**src/rtl/bpc_pkg.sv**
```systemverilog
package bpc_pkg;

    typedef enum logic {
        STD_525 = 1'b0,
        STD_625 = 1'b1
    } vid_std_e;

    localparam logic [7:0] BLANK_525 = 8'h3C;
    localparam logic [7:0] BLANK_625 = 8'h40;

    function automatic logic [7:0] blank_code(input vid_std_e s);
        return (s == STD_625) ? BLANK_625 : BLANK_525;
    endfunction

endpackage

```
**src/rtl/bpc_level_meas.sv**
```systemverilog
module bpc_level_meas #(
    parameter int DW       = 8,
    parameter int AVG_LOG2 = 4
) (
    input  logic          clk,
    input  logic          rst_n,
    input  logic          pix_stb,
    input  logic [DW-1:0] pix_data,
    input  logic          bp_gate,
    output logic          line_done,
    output logic [DW-1:0] line_avg
);
    localparam int NS = 1 << AVG_LOG2;
    localparam int CW = AVG_LOG2 + 1;
    localparam int AW = DW + AVG_LOG2;

    typedef struct packed {
        logic          gate_seen;
        logic [CW-1:0] cnt;
        logic [AW-1:0] acc;
        logic          done;
        logic [DW-1:0] avg;
    } meas_t;

    meas_t st_d, st_q;

    always_comb begin
        st_d           = st_q;
        st_d.done      = 1'b0;
        st_d.gate_seen = bp_gate;
        if (bp_gate && pix_stb && (st_q.cnt < CW'(NS))) begin
            st_d.acc = st_q.acc + {{AVG_LOG2{1'b0}}, pix_data};
            st_d.cnt = st_q.cnt + 1'b1;
        end
        if (st_q.gate_seen && !bp_gate) begin
            st_d.done = (st_q.cnt == CW'(NS));
            if (st_q.cnt == CW'(NS)) begin
                st_d.avg = st_q.acc[AW-1:AVG_LOG2];
            end
            st_d.acc = '0;
            st_d.cnt = '0;
        end
    end

    always_ff @(posedge clk) begin
        if (!rst_n) begin
            st_q <= '0;
        end else begin
            st_q <= st_d;
        end
    end

    assign line_done = st_q.done;
    assign line_avg  = st_q.avg;

    // a completed window raises a single-cycle update pulse
    p_done_one_shot_r7: assert property (@(posedge clk) disable iff (!rst_n)
        line_done |=> !line_done);

    // an update is only issued right after the window has closed
    p_done_after_close_r6: assert property (@(posedge clk) disable iff (!rst_n)
        line_done |-> (!$past(bp_gate) && $past(bp_gate, 2)));

    // the average only moves together with an update pulse
    p_avg_with_done_r5: assert property (@(posedge clk) disable iff (!rst_n)
        !line_done |-> $stable(line_avg) || $past(!rst_n));

endmodule

```
**src/rtl/bpc_line_filter.sv**
```systemverilog
module bpc_line_filter #(
    parameter int DW    = 8,
    parameter int FRAC  = 4,
    parameter int SHIFT = 3
) (
    input  logic          clk,
    input  logic          rst_n,
    input  logic [DW-1:0] target,
    input  logic          upd,
    input  logic [DW-1:0] line_avg,
    output logic [DW-1:0] level_int
);
    localparam int LW = DW + FRAC;

    typedef struct packed {
        logic [LW-1:0] lvl;
    } filt_t;

    filt_t st_d, st_q;

    logic        [LW-1:0] new_fx;
    logic signed [LW:0]   diff_s;
    logic signed [LW:0]   step_s;
    logic signed [LW:0]   sum_s;

    always_comb begin
        new_fx = {line_avg, {FRAC{1'b0}}};
        diff_s = $signed({1'b0, new_fx}) - $signed({1'b0, st_q.lvl});
        step_s = diff_s >>> SHIFT;
        sum_s  = $signed({1'b0, st_q.lvl}) + step_s;
        st_d   = st_q;
        if (upd) begin
            st_d.lvl = sum_s[LW-1:0];
        end
    end

    always_ff @(posedge clk) begin
        if (!rst_n) begin
            st_q.lvl <= {target, {FRAC{1'b0}}};
        end else begin
            st_q <= st_d;
        end
    end

    logic [LW-1:0] lvl_q;
    assign lvl_q     = st_q.lvl;
    assign level_int = st_q.lvl[LW-1:FRAC];

    // level is frozen between window closes
    p_hold_between_lines_r7: assert property (@(posedge clk) disable iff (!rst_n)
        !upd |=> $stable(lvl_q));

    // an update lands between the old level and the new measurement
    p_no_overshoot_r7: assert property (@(posedge clk) disable iff (!rst_n)
        upd |=> (($past(new_fx) >= $past(lvl_q)) ?
                 ((lvl_q >= $past(lvl_q)) && (lvl_q <= $past(new_fx))) :
                 ((lvl_q <= $past(lvl_q)) && (lvl_q >= $past(new_fx)))));

endmodule

```
**src/rtl/bpc_offset_apply.sv**
```systemverilog
module bpc_offset_apply #(
    parameter int DW = 8
) (
    input  logic          clk,
    input  logic          rst_n,
    input  logic          pix_stb,
    input  logic [DW-1:0] pix_data,
    input  logic          clamp_en,
    input  logic [DW-1:0] target,
    input  logic [DW-1:0] level_int,
    output logic          out_valid,
    output logic [DW-1:0] out_data
);
    typedef struct packed {
        logic          vld;
        logic [DW-1:0] dat;
    } outp_t;

    outp_t st_d, st_q;

    logic signed [DW+1:0] corr_s;
    logic        [DW-1:0] sat_v;

    always_comb begin
        corr_s = $signed({2'b00, pix_data}) + $signed({2'b00, target})
               - $signed({2'b00, level_int});
        if (corr_s < 0) begin
            sat_v = '0;
        end else if (corr_s > $signed({2'b00, {DW{1'b1}}})) begin
            sat_v = '1;
        end else begin
            sat_v = corr_s[DW-1:0];
        end
        st_d     = st_q;
        st_d.vld = pix_stb;
        if (pix_stb) begin
            st_d.dat = clamp_en ? sat_v : pix_data;
        end
    end

    always_ff @(posedge clk) begin
        if (!rst_n) begin
            st_q <= '0;
        end else begin
            st_q <= st_d;
        end
    end

    assign out_valid = st_q.vld;
    assign out_data  = st_q.dat;

    // bypass passes the sample unchanged
    p_bypass_r2: assert property (@(posedge clk) disable iff (!rst_n)
        (pix_stb && !clamp_en) |=> (out_data == $past(pix_data)));

    // a sample sitting at the measured level comes out at the target
    p_blank_to_target_r1: assert property (@(posedge clk) disable iff (!rst_n)
        (pix_stb && clamp_en && (pix_data == level_int)) |=> (out_data == $past(target)));

    // strobe follows input by one clock
    p_valid_follow_r9: assert property (@(posedge clk) disable iff (!rst_n)
        pix_stb |=> out_valid);
    p_valid_idle_r9: assert property (@(posedge clk) disable iff (!rst_n)
        !pix_stb |=> !out_valid);

    // data held without a strobe
    p_hold_data_r9: assert property (@(posedge clk) disable iff (!rst_n)
        !pix_stb |=> $stable(out_data));

endmodule

```
**src/rtl/bpc_clamp_top.sv**
```systemverilog
module bpc_clamp_top #(
    parameter int DW       = 8,
    parameter int AVG_LOG2 = 4,
    parameter int FRAC     = 4,
    parameter int SHIFT    = 3
) (
    input  logic          clk,
    input  logic          rst_n,
    input  logic          pix_stb,
    input  logic [DW-1:0] pix_data,
    input  logic          bp_gate,
    input  logic          pal_sel,
    input  logic          clamp_en,
    output logic          out_valid,
    output logic [DW-1:0] out_data,
    output logic [DW-1:0] level_out
);
    import bpc_pkg::*;

    vid_std_e      std_sel;
    logic [DW-1:0] target;
    logic          line_done;
    logic [DW-1:0] line_avg;
    logic [DW-1:0] level_int;

    assign std_sel = pal_sel ? STD_625 : STD_525;
    assign target  = DW'(blank_code(std_sel));

    bpc_level_meas #(.DW(DW), .AVG_LOG2(AVG_LOG2)) u_meas (
        .clk       (clk),
        .rst_n     (rst_n),
        .pix_stb   (pix_stb),
        .pix_data  (pix_data),
        .bp_gate   (bp_gate),
        .line_done (line_done),
        .line_avg  (line_avg)
    );

    bpc_line_filter #(.DW(DW), .FRAC(FRAC), .SHIFT(SHIFT)) u_filt (
        .clk       (clk),
        .rst_n     (rst_n),
        .target    (target),
        .upd       (line_done),
        .line_avg  (line_avg),
        .level_int (level_int)
    );

    bpc_offset_apply #(.DW(DW)) u_apply (
        .clk       (clk),
        .rst_n     (rst_n),
        .pix_stb   (pix_stb),
        .pix_data  (pix_data),
        .clamp_en  (clamp_en),
        .target    (target),
        .level_int (level_int),
        .out_valid (out_valid),
        .out_data  (out_data)
    );

    assign level_out = level_int;

endmodule

```
**config.mk**
```make
export PLATFORM = sky130hd
export DESIGN_NAME = bpc_clamp_top
export DESIGN_NICKNAME = d
export VERILOG_FILES = /design/src/rtl/bpc_pkg.sv /design/src/rtl/bpc_level_meas.sv /design/src/rtl/bpc_line_filter.sv /design/src/rtl/bpc_offset_apply.sv /design/src/rtl/bpc_clamp_top.sv
export SDC_FILE = /design/constraint.sdc
export NUM_CORES = 1
export LEC_CHECK = 0
export CORE_UTILIZATION = 30
export CTS_BUF_LIST = sky130_fd_sc_hd__clkbuf_4
export DETAILED_ROUTE_END_ITERATION = 8
export PLACE_DENSITY = 0.58
export SLEW_MARGIN = 20
export SYNTH_ARGS = -nofsm -noshare
export SYNTH_HDL_FRONTEND = slang
export SYNTH_HIERARCHICAL = 1
export SYNTH_SLANG_ARGS = --single-unit
export TNS_END_PERCENT = 1
```
**constraint.sdc**
```tcl
create_clock -name clk -period 5.3 [get_ports clk]
set_input_delay 1.325 -clock clk [delete_from_list [all_inputs] [get_ports clk]]
set_output_delay 1.325 -clock clk [all_outputs]
set_load 0.05 [all_outputs]
```
==> results.py, run 1 <==
metrics = {
    "die": {
        "start_util": 0.310,
        "die-height_um": 117,
        "io_pins": 31,
        "coreArea_um2": 12700,
        "rows": 41,
        "die_x_um": 117,
        "dieArea_um2": 13600,
    },
    "timing": {
        "rsz0062_at_grt": "false",
        "timing.final.crit_share": 0.763,
        "final_hold_viol_count": 0,
        "fmax_mhz": 247,
        "layout_min_cycle_time_ps": 4050,
        "finalSetupTns_ps": 0,
        "holdWs_ps": 471,
        "setup-violations-final": 0,
        "finalMaxSlewViolations": 0,
        "max_slew_margin": 0.545,
        "skew_ps": 11.7,
        "worst_slew_pin_slew_ps": 682,
    },
    "run_status": {
        "status": "complete, no violations",
    },
    "finish": {
        "area_delta_synth_final_pct": 11.6,
        "instances_no_fill": 654,
        "fin_nets": 544,
        "fin_area_um2": 4400,
        "drive_gt1_frac": 0.0353,
    },
    "job": {
        "maxCapViolations": 0,
    },
    "route": {
        "route.detailed.drc": 0,
        "dr.pass1.iters": 4,
        "route.detailed.wl_per_inst_um": 14.1,
        "num_vias": 3287,
        "first_iter_violations": 180,
        "routed_via_density": 5.03,
        "drtAntennaViolNets": 0,
        "wirelength_mm": 9.23,
    },
    "placement": {
        "place_area_um2": 4320,
        "io_buffers": 30,
        "gp_congestion": 0.876,
        "dp_hpwl_mm": 7.36,
        "dp.cells": 645,
    },
    "grt": {
        "grt.overflow.total": 0,
        "grt_start_max_net_pins": 21,
        "track_usage": 0.143,
        "grt_pass1_wl_mm": 15.3,
        "antenna_found_initial": 0,
        "grt_pass1_vias": 3222,
    },
    "clocking": {
        "cts_tree": "done",
        "clk_latency_ps": 380,
        "ctsHoldBuffers": 0,
        "cts_num_sinks": 48,
        "clkTransAtPathRegs_ps": 150,
        "cts_setup_buffers": 0,
        "cts_buffers": 5,
        "htree_levels": 2,
        "root_buffer": "clkbuf_4",
        "cts_resized": 0,
        "clk_path_buf_depth": 2,
    },
    "critical_path": {
        "cp.arrival_ps": 4320,
        "cpMostUsedCell": "inv_1",
        "cp_num_buf_inv": 4,
        "crit_family": "adder cells",
        "critPathKind": "primary input to flop",
        "cp_data_required_time_ps": 5570,
        "cp_slowest_stage_delay_ps": 520,
        "crit_chain": "clkdlybuf4s50_1, inv_1, inv_1, fa_1, inv_1, ha_1, a211o_1, o211a_1, or4_4, a221oi_1, nor3_1",
        "worstSetupStartpointType": "primary input",
        "cp-end-kind": "flop",
        "slowest_stage": "or4_4",
        "crit_fanout": 8,
    },
    "hold_path": {
        "hp-class": "flop to flop",
    },
    "synth": {
        "synthCells": 464,
        "synth-edff-count": 8,
        "synth_async_sr_flop_share": 0,
        "ys_types": 62,
        "ys_ff_latch": 48,
        "seq_area_frac_synth": 0.264,
        "synthFlopType": "dfxtp_1",
        "syn_area_per_cell_um2": 8.50,
        "ys_warn_count": 6,
        "syn_area_um2": 3950,
    },
    "power_and_ir_drop": {
        "p_int_uw": 654,
        "swShare": 0.370,
        "clkPwrFrac": 0.220,
        "power_frac_seq": 0.392,
        "p_leak_uw": 0.00196,
        "power_density_nw_per_um2": 236,
        "power.switching_uw": 384,
        "peakVddDrop_uv": 80.9,
        "combPwrFrac": 0.388,
    },
}
-- cell families after synthesis --
| kind of cell | synth area share |
|---|---|
| other | 0.000951 |
| muxes | 0.0384 |
| DFF | 0.264 |
| buffers and inverters | 0.0929 |
| xor gates and xnor gates | 0.0568 |
| and+or+nand+nor | 0.131 |
| adders and majority gates | 0.178 |
| AOI/OAI and AO/OA | 0.239 |
-- stage by stage --
step | setup WS, ps | total power, uW | util
detailed placement | 858 | 814 | 0.339
global placement | 912 | 811 | 0.339
CTS | 1270 | 1050 | 0.346
global route | 1050 | 1110 | 0.346
floorplan | 1530 | 716 | -
finish | 1250 | 1040 | 0.346
-- synth_stat cells (3+ instances only) --
library cell | number | area, um2
a21oi_1 | 42 | 210
and2_1 | 4 | 25.0
nand4_1 | 4 | 25.0
xor2_1 | 11 | 96.3
o211ai_1 | 6 | 45.0
a211oi_1 | 14 | 105
clkbuf_1 | 6 | 22.5
a22o_1 | 10 | 87.6
o21bai_1 | 3 | 22.5
o21ai_0 | 20 | 100
xnor2_1 | 12 | 105
edfxtp_1 | 8 | 240
nor2_1 | 31 | 116
fa_1 | 10 | 200
a211o_1 | 6 | 52.6
ha_1 | 40 | 500
a21o_1 | 10 | 75.1
nor3_1 | 8 | 40.0
o21a_1 | 4 | 30.0
dfxtp_1 | 40 | 801
nand2_1 | 32 | 120
inv_1 | 51 | 191
nand2b_1 | 5 | 31.3
mux2i_1 | 14 | 140
buf_4 | 17 | 128
nand3_1 | 9 | 45.0
-- layout by cell type (no fill, tap or decap), types with 2 or more instances in the layout --
cell,count
o21ai_1,2
a21o_1,10
a211oi_1,14
ha_1,40
clkdlybuf4s50_1,30
inv_1,51
a211o_1,6
and2_1,4
a31o_1,2
o31ai_1,2
fa_1,10
o21bai_1,3
a2111oi_0,2
xnor2_1,12
o21a_1,4
nor3_1,8
o2111ai_1,2
dfxtp_1,40
conb_1,6
edfxtp_1,8
clkbuf_4,6
a311o_1,2
mux2i_1,14
a22o_1,10
nand4_1,4
o21ai_0,20
o211ai_1,6
nand3b_1,2
nand3_1,9
nor2_1,31
clkinv_1,2
nand2_1,32
a21oi_1,42
xor2_1,11
nand2b_1,5
o22ai_1,2
-- routing by layer --
layer | part of all wire | wire length (um) | GRT usage | vias up
met5 | 0 | 0 | 0 | -
met2 | 0.49 | 4520 | 0.260 | 55
met3 | 0.024 | 220 | 0.0156 | 9
li1 | - | - | - | 1671
met4 | 0.012 | 107 | 0.0422 | 0
met1 | 0.47 | 4380 | 0.178 | 1552
-- final timing paths --
check / end / start / cells past startpoint / slack (ps)
max: u_apply/out_data[5] / pal_sel / 11 / 1250
min reg2reg: u_meas/st_q[9] / u_meas/st_q[9] / 2 / 470
max reg2reg: u_filt/lvl_q[11] / u_filt/lvl_q[7] / 12 / 1540
min: u_meas/st_q[9] / u_meas/st_q[9] / 2 / 470
-- flip-flops by register name, indices dropped and copies added (netlist names) --
register / count
u_apply/out_data: 8
u_meas/st_q: 18
u_meas/line_done: 1
u_apply/out_valid: 1
u_filt/lvl_q: 12
u_meas/line_avg: 8
-- layout make-up --
cell class / instances / area [um2]
Fill cell: 1355 / 8320
Multi-Input combinational cell: 341 / 2560
Sequential cell: 48 / 1040
Timing Repair Buffer: 31 / 308
Tap cell: 172 / 215
Inverter: 53 / 199
Clock buffer: 6 / 45.0
Clock inverter: 2 / 35.0
Antenna cell: 1 / 2.50
-- tightest hold or removal path: stages, from the launching register on --
cell and delay (ps):
dfxtp_1 340, nand2_1 50, a21oi_1 50
-- power groups by stage --
stage          clock network (uW)  registers [uW]  logic, uW
4_1_cts                       241             407        401
3_3_place_gp                    0             415        396
5_1_grt                       251             410        448
2_1_floorplan                   0             433        283
6_report                      229             407        403
3_5_place_dp                    0             415        399
Power figures use the tool's default switching activity.
==> inputs of run 2 (changes only) <==
--- a/config.mk
+++ b/config.mk
@@ -8,7 +8,7 @@
 export CORE_UTILIZATION = 30
 export CTS_BUF_LIST = sky130_fd_sc_hd__clkbuf_4
 export DETAILED_ROUTE_END_ITERATION = 8
-export PLACE_DENSITY = 0.58
+export PLACE_DENSITY = 0.59
 export SLEW_MARGIN = 20
 export SYNTH_ARGS = -nofsm -noshare
 export SYNTH_HDL_FRONTEND = slang
==> constraint.sdc (replaced) <==
create_clock -name clk -period 3.25 [get_ports clk]
set_input_delay 0.8125 -clock clk [delete_from_list [all_inputs] [get_ports clk]]
set_output_delay 0.8125 -clock clk [all_outputs]
set_load 0.05 [all_outputs]
==> results.py, run 2 (synthesis results as in run 1) <==
metrics = {
    "timing": {
        "worst_slew_pin_slew_ps": 550,
        "timing.final.crit_share": 0.989,
        "fmax_mhz": 311,
        "skew_ps": 15.9,
        "holdWs_ps": 474,
        "layout_min_cycle_time_ps": 3210,
        "finalMaxSlewViolations": 0,
        "max_slew_margin": 0.633,
        "setup-violations-final": 0,
        "final_hold_viol_count": 0,
        "rsz0062_at_grt": "true",
    },
    "critical_path": {
        "cpMostUsedCell": "inv_1",
        "worstSetupStartpointType": "primary input",
        "crit_chain": "clkdlybuf4s50_1, inv_1, fa_1, inv_1, ha_1, a211o_1, o211a_1, or4_4, a221oi_2, nor3_1",
        "cp_data_required_time_ps": 3540,
        "slowest_stage": "fa_1",
        "crit_fanout": 4,
        "cp.arrival_ps": 3510,
        "cp_slowest_stage_delay_ps": 540,
        "critPathKind": "primary input to flop",
        "cp-end-kind": "flop",
    },
    "route": {
        "num_vias": 3487,
        "route.detailed.wl_per_inst_um": 13.8,
        "wirelength_mm": 9.94,
        "dr.pass1.iters": 4,
        "drtAntennaViolNets": 0,
        "route.detailed.drc": 0,
        "routed_via_density": 4.84,
        "first_iter_violations": 276,
    },
    "clocking": {
        "clkTransAtPathRegs_ps": 150,
        "ctsHoldBuffers": 0,
        "clk_path_buf_depth": 2,
        "cts_num_sinks": 48,
        "clk_latency_ps": 380,
        "cts_tree": "done",
        "htree_levels": 2,
        "cts_buffers": 5,
        "root_buffer": "clkbuf_4",
    },
    "finish": {
        "most-common-layout-cells": "buf_4 (66), inv_1 (47), dfxtp_1 (40), a21oi_1 (35), ha_1 (35)",
        "top_regs": "u_meas/st_q: 18 flops, u_filt/lvl_q: 12 flops",
        "utilization": 0.395,
        "drive_gt1_frac": 0.197,
        "final_common_cell": "buf_4",
        "largest_reg_flops": 18,
        "area_delta_synth_final_pct": 27.5,
        "regMostFlops": "u_meas/st_q",
        "fin_nets": 610,
    },
    "power_and_ir_drop": {
        "p_int_uw": 1100,
        "power_frac_seq": 0.368,
        "combPwrFrac": 0.469,
        "peakVddDrop_uv": 171,
        "swShare": 0.383,
        "power_density_nw_per_um2": 354,
        "p_leak_uw": 0.00229,
        "clkPwrFrac": 0.163,
        "power.switching_uw": 682,
    },
    "placement": {
        "gp_congestion": 0.859,
        "io_buffers": 30,
        "dp_hpwl_mm": 7.91,
    },
    "grt": {
        "grt_pass1_wl_mm": 16.0,
        "track_usage": 0.152,
        "grt.overflow.total": 0,
        "antenna_found_initial": 0,
        "grt_pass1_vias": 3387,
        "grt_start_max_net_pins": 21,
    },
    "die": {
        "start_util": 0.310,
        "die-height_um": 117,
        "io_pins": 31,
        "die_x_um": 117,
        "coreArea_um2": 12700,
        "rows": 41,
        "dieArea_um2": 13600,
    },
    "job": {
        "maxCapViolations": 0,
    },
    "run_status": {
        "status": "complete, no violations",
    },
    "hold_path": {
        "hp-class": "flop to flop",
    },
}
==> run 2: power by group through the flow <==
stage	logic [uW]	clock network, uW	registers, uW
2_1_floorplan	462	0	706
3_3_place_gp	773	0	667
3_5_place_dp	786	0	667
4_1_cts	801	311	655
5_1_grt	917	331	659
6_report	835	291	655
==> run 2: cell type report <==
type	count	area, um2
fill	1311	7690
multi-input combinational	341	2710
sequential	48	1040
timing repair buffer	97	807
tap	172	215
inverter	53	199
clock buffer	5	37.5
clock inverter	3	18.8
antenna	1	2.50
==> run 2: final timing paths <==
check / start / to / slack, ps / depth (start not counted)
setup / recovery: pix_data[4] / u_apply/out_data[5] / 40 / 10
hold / removal: u_meas/st_q[9] / u_meas/st_q[9] / 470 / 2
setup reg to reg: u_filt/lvl_q[8] / u_filt/lvl_q[11] / 60 / 12
hold reg to reg: u_meas/st_q[9] / u_meas/st_q[9] / 470 / 2
==> run 2: worst max-delay path: cells and delay by family <==
kind            cells  cell delay [ps]
buf+inv             3              610
fa+ha+maj           2              740
simple gates        2              610
compound gates      3              740
==> run 2: repair_timing <==
| item | 4_1_cts | 5_1_grt |
|---|---|---|
| setup buffers | 2 | 3 |
| gates resized for setup | 11 | 22 |
| endpoints found under the setup margin | 9 | 11 |
| pin swaps | 6 | 10 |
| hold endpoints to repair | 0 | 0 |
==> run 2: stage by stage <==
stage          instances  TNS [ps]  setup slack, ps  power [uW]  instance area, um2
6_report             720         0             35.8        1780                5030
3_5_place_dp         706     -4080             -554        1450                4780
2_1_floorplan        469     -6.98            -6.98        1170                3970
3_3_place_gp         706     -3620             -507        1440                4780
4_1_cts              716     -11.0            -11.0        1770                4910
5_1_grt              719      -114            -77.8        1910                5030
==> run 2: metal layers <==
layer / track usage / wire length, um / vias to the layer above
met2: 0.267 / 4710 / 61
li1: - / - / 1803
met3: 0.0187 / 285 / 6
met5: 0 / 0 / -
met4: 0.0397 / 97 / 0
met1: 0.195 / 4840 / 1617
==> inputs of run 3 (changes only) <==
--- a/config.mk
+++ b/config.mk
@@ -5,8 +5,8 @@
 export SDC_FILE = /design/constraint.sdc
 export NUM_CORES = 1
 export LEC_CHECK = 0
+export CAP_MARGIN = 5
 export CORE_UTILIZATION = 30
-export CTS_BUF_LIST = sky130_fd_sc_hd__clkbuf_4
 export DETAILED_ROUTE_END_ITERATION = 8
 export PLACE_DENSITY = 0.59
 export SLEW_MARGIN = 20
==> results.py, run 3 (synthesis results as in run 1) <==
metrics = {
    "run_status": {
        "status": "complete, no violations",
    },
    "power_and_ir_drop": {
        "clkPwrFrac": 0.255,
        "power_density_nw_per_um2": 395,
        "swShare": 0.355,
        "p_int_uw": 1310,
        "p_leak_uw": 0.00231,
        "peakVddDrop_uv": 211,
        "power_frac_seq": 0.322,
        "power.switching_uw": 721,
        "combPwrFrac": 0.424,
    },
    "placement": {
        "dp_hpwl_mm": 7.91,
        "gp_congestion": 0.859,
        "dp_worst_setup_slack_ps": -554,
        "io_buffers": 30,
    },
    "critical_path": {
        "cp-end-kind": "flop",
        "worstSetupStartpointType": "flop",
        "reg2reg_slack_ps": 20,
        "cp_data_required_time_ps": 3300,
        "critPathKind": "flop to flop",
        "cp.arrival_ps": 3270,
        "crit_fanout": 5,
    },
    "finish": {
        "final_common_cell": "buf_4",
        "antenna_cells": 0,
        "drive_gt1_frac": 0.212,
        "largest_reg_flops": 18,
        "most-common-layout-cells": "buf_4 (66), inv_1 (44), dfxtp_1 (40), a21oi_1 (36), ha_1 (32)",
        "area_delta_synth_final_pct": 30.5,
        "top_regs": "u_meas/st_q: 18 flops, u_filt/lvl_q: 12 flops",
        "regMostFlops": "u_meas/st_q",
        "fin_nets": 609,
    },
    "grt": {
        "grt.overflow.total": 0,
        "grt_pass1_vias": 3390,
        "antenna_found_initial": 0,
        "grt_pass1_wl_mm": 16.2,
        "grt_start_max_net_pins": 21,
        "track_usage": 0.152,
    },
    "timing": {
        "layout_min_cycle_time_ps": 3230,
        "setup_ws_ps": 24.9,
        "rsz0062_at_grt": "true",
        "timing.final.crit_share": 0.992,
        "holdWs_ps": 473,
        "fmax_mhz": 310,
        "skew_ps": 3.73,
        "finalMaxSlewViolations": 0,
        "setup-violations-final": 0,
        "final_hold_viol_count": 0,
        "worst_slew_pin_slew_ps": 543,
        "max_slew_margin": 0.637,
    },
    "die": {
        "io_pins": 31,
        "rows": 41,
        "start_util": 0.310,
        "die-height_um": 117,
        "coreArea_um2": 12700,
        "dieArea_um2": 13600,
        "die_x_um": 117,
    },
    "clocking": {
        "clkTransAtPathRegs_ps": 70,
        "clk_path_buf_depth": 2,
        "root_buffer": "clkbuf_16",
        "cts_tree": "done",
        "ctsHoldBuffers": 0,
        "cts_buffers": 5,
        "cts_num_sinks": 48,
        "clk_latency_ps": 290,
        "htree_levels": 2,
    },
    "route": {
        "num_vias": 3505,
        "dr.pass1.iters": 5,
        "route.detailed.drc": 0,
        "first_iter_violations": 236,
        "routed_via_density": 4.88,
        "route.detailed.wl_per_inst_um": 14.1,
        "wirelength_mm": 10.1,
        "drtAntennaViolNets": 0,
    },
    "job": {
        "maxCapViolations": 0,
    },
    "hold_path": {
        "hp-class": "flop to flop",
    },
}
## run 3: cell count changes in the layout (fill, tap and decap cells not counted), sizes merged
cell / previous run / this run
clkdlybuf4s50: 27 / 26
buf: 67 / 66
dlygate4sd2: 2 / 4
diode: 1 / 0
dlymetal6s2s: 1 / 0
## run 3: worst max-delay path: stages, from the launching register on
cell      delay [ps]
edfxtp_1         380
inv_2             60
ha_4             270
o211ai_1          80
or3_1            370
a21o_1           180
a311o_2          460
ha_4             290
and3_4           150
a311o_1          360
xnor3_1          190
a22o_1           180
## run 3: routing by layer
metal,track usage,up-vias,wire length (um)
met4,0.0321,0,97
met5,0,-,0
met2,0.267,55,4830
met3,0.0187,5,272
met1,0.199,1639,4920
li1,-,1806,-
## run 3: final timing paths
check,startpoint,end,depth (start not counted)
worst max-delay path,u_filt/lvl_q[7],u_filt/lvl_q[11],11
worst min-delay path,u_meas/st_q[9],u_meas/st_q[9],2
worst max register to register,u_filt/lvl_q[7],u_filt/lvl_q[11],11
worst min register to register,u_meas/st_q[9],u_meas/st_q[9],2
## run 3: what timing repair did
action                     CTS  global route
pin swaps                    2            13
setup endpoints to repair    9            11
buffers inserted             0             4
resized for setup           12            31
## run 3: area by class of cell
cell class                 instances  area [um2]
fill                            1303        7570
inverter                          53         199
tap                              172         215
clock buffer                       5         125
timing repair buffer              96         791
sequential                        48        1040
multi-input combinational        341        2760
clock inverter                     3        18.8
## run 3: power by group through the flow
stage | sequential (uW) | combinational (uW) | clock, uW
5_1_grt | 658 | 940 | 560
6_report | 654 | 861 | 518
2_1_floorplan | 706 | 462 | 0
4_1_cts | 654 | 806 | 534
3_5_place_dp | 667 | 786 | 0
3_3_place_gp | 667 | 773 | 0
## run 3: metrics by stage
step / TNS [ps] / instance area (um2) / power, uW / cells / util
3_5_place_dp: -4080 / 4780 / 1450 / 706 / 0.376
4_1_cts: -25.8 / 4950 / 1990 / 714 / 0.389
2_1_floorplan: -6.98 / 3970 / 1170 / 469 / -
5_1_grt: -165 / 5150 / 2160 / 718 / 0.405
6_report: 0 / 5150 / 2030 / 718 / 0.405
3_3_place_gp: -3620 / 4780 / 1440 / 706 / 0.376
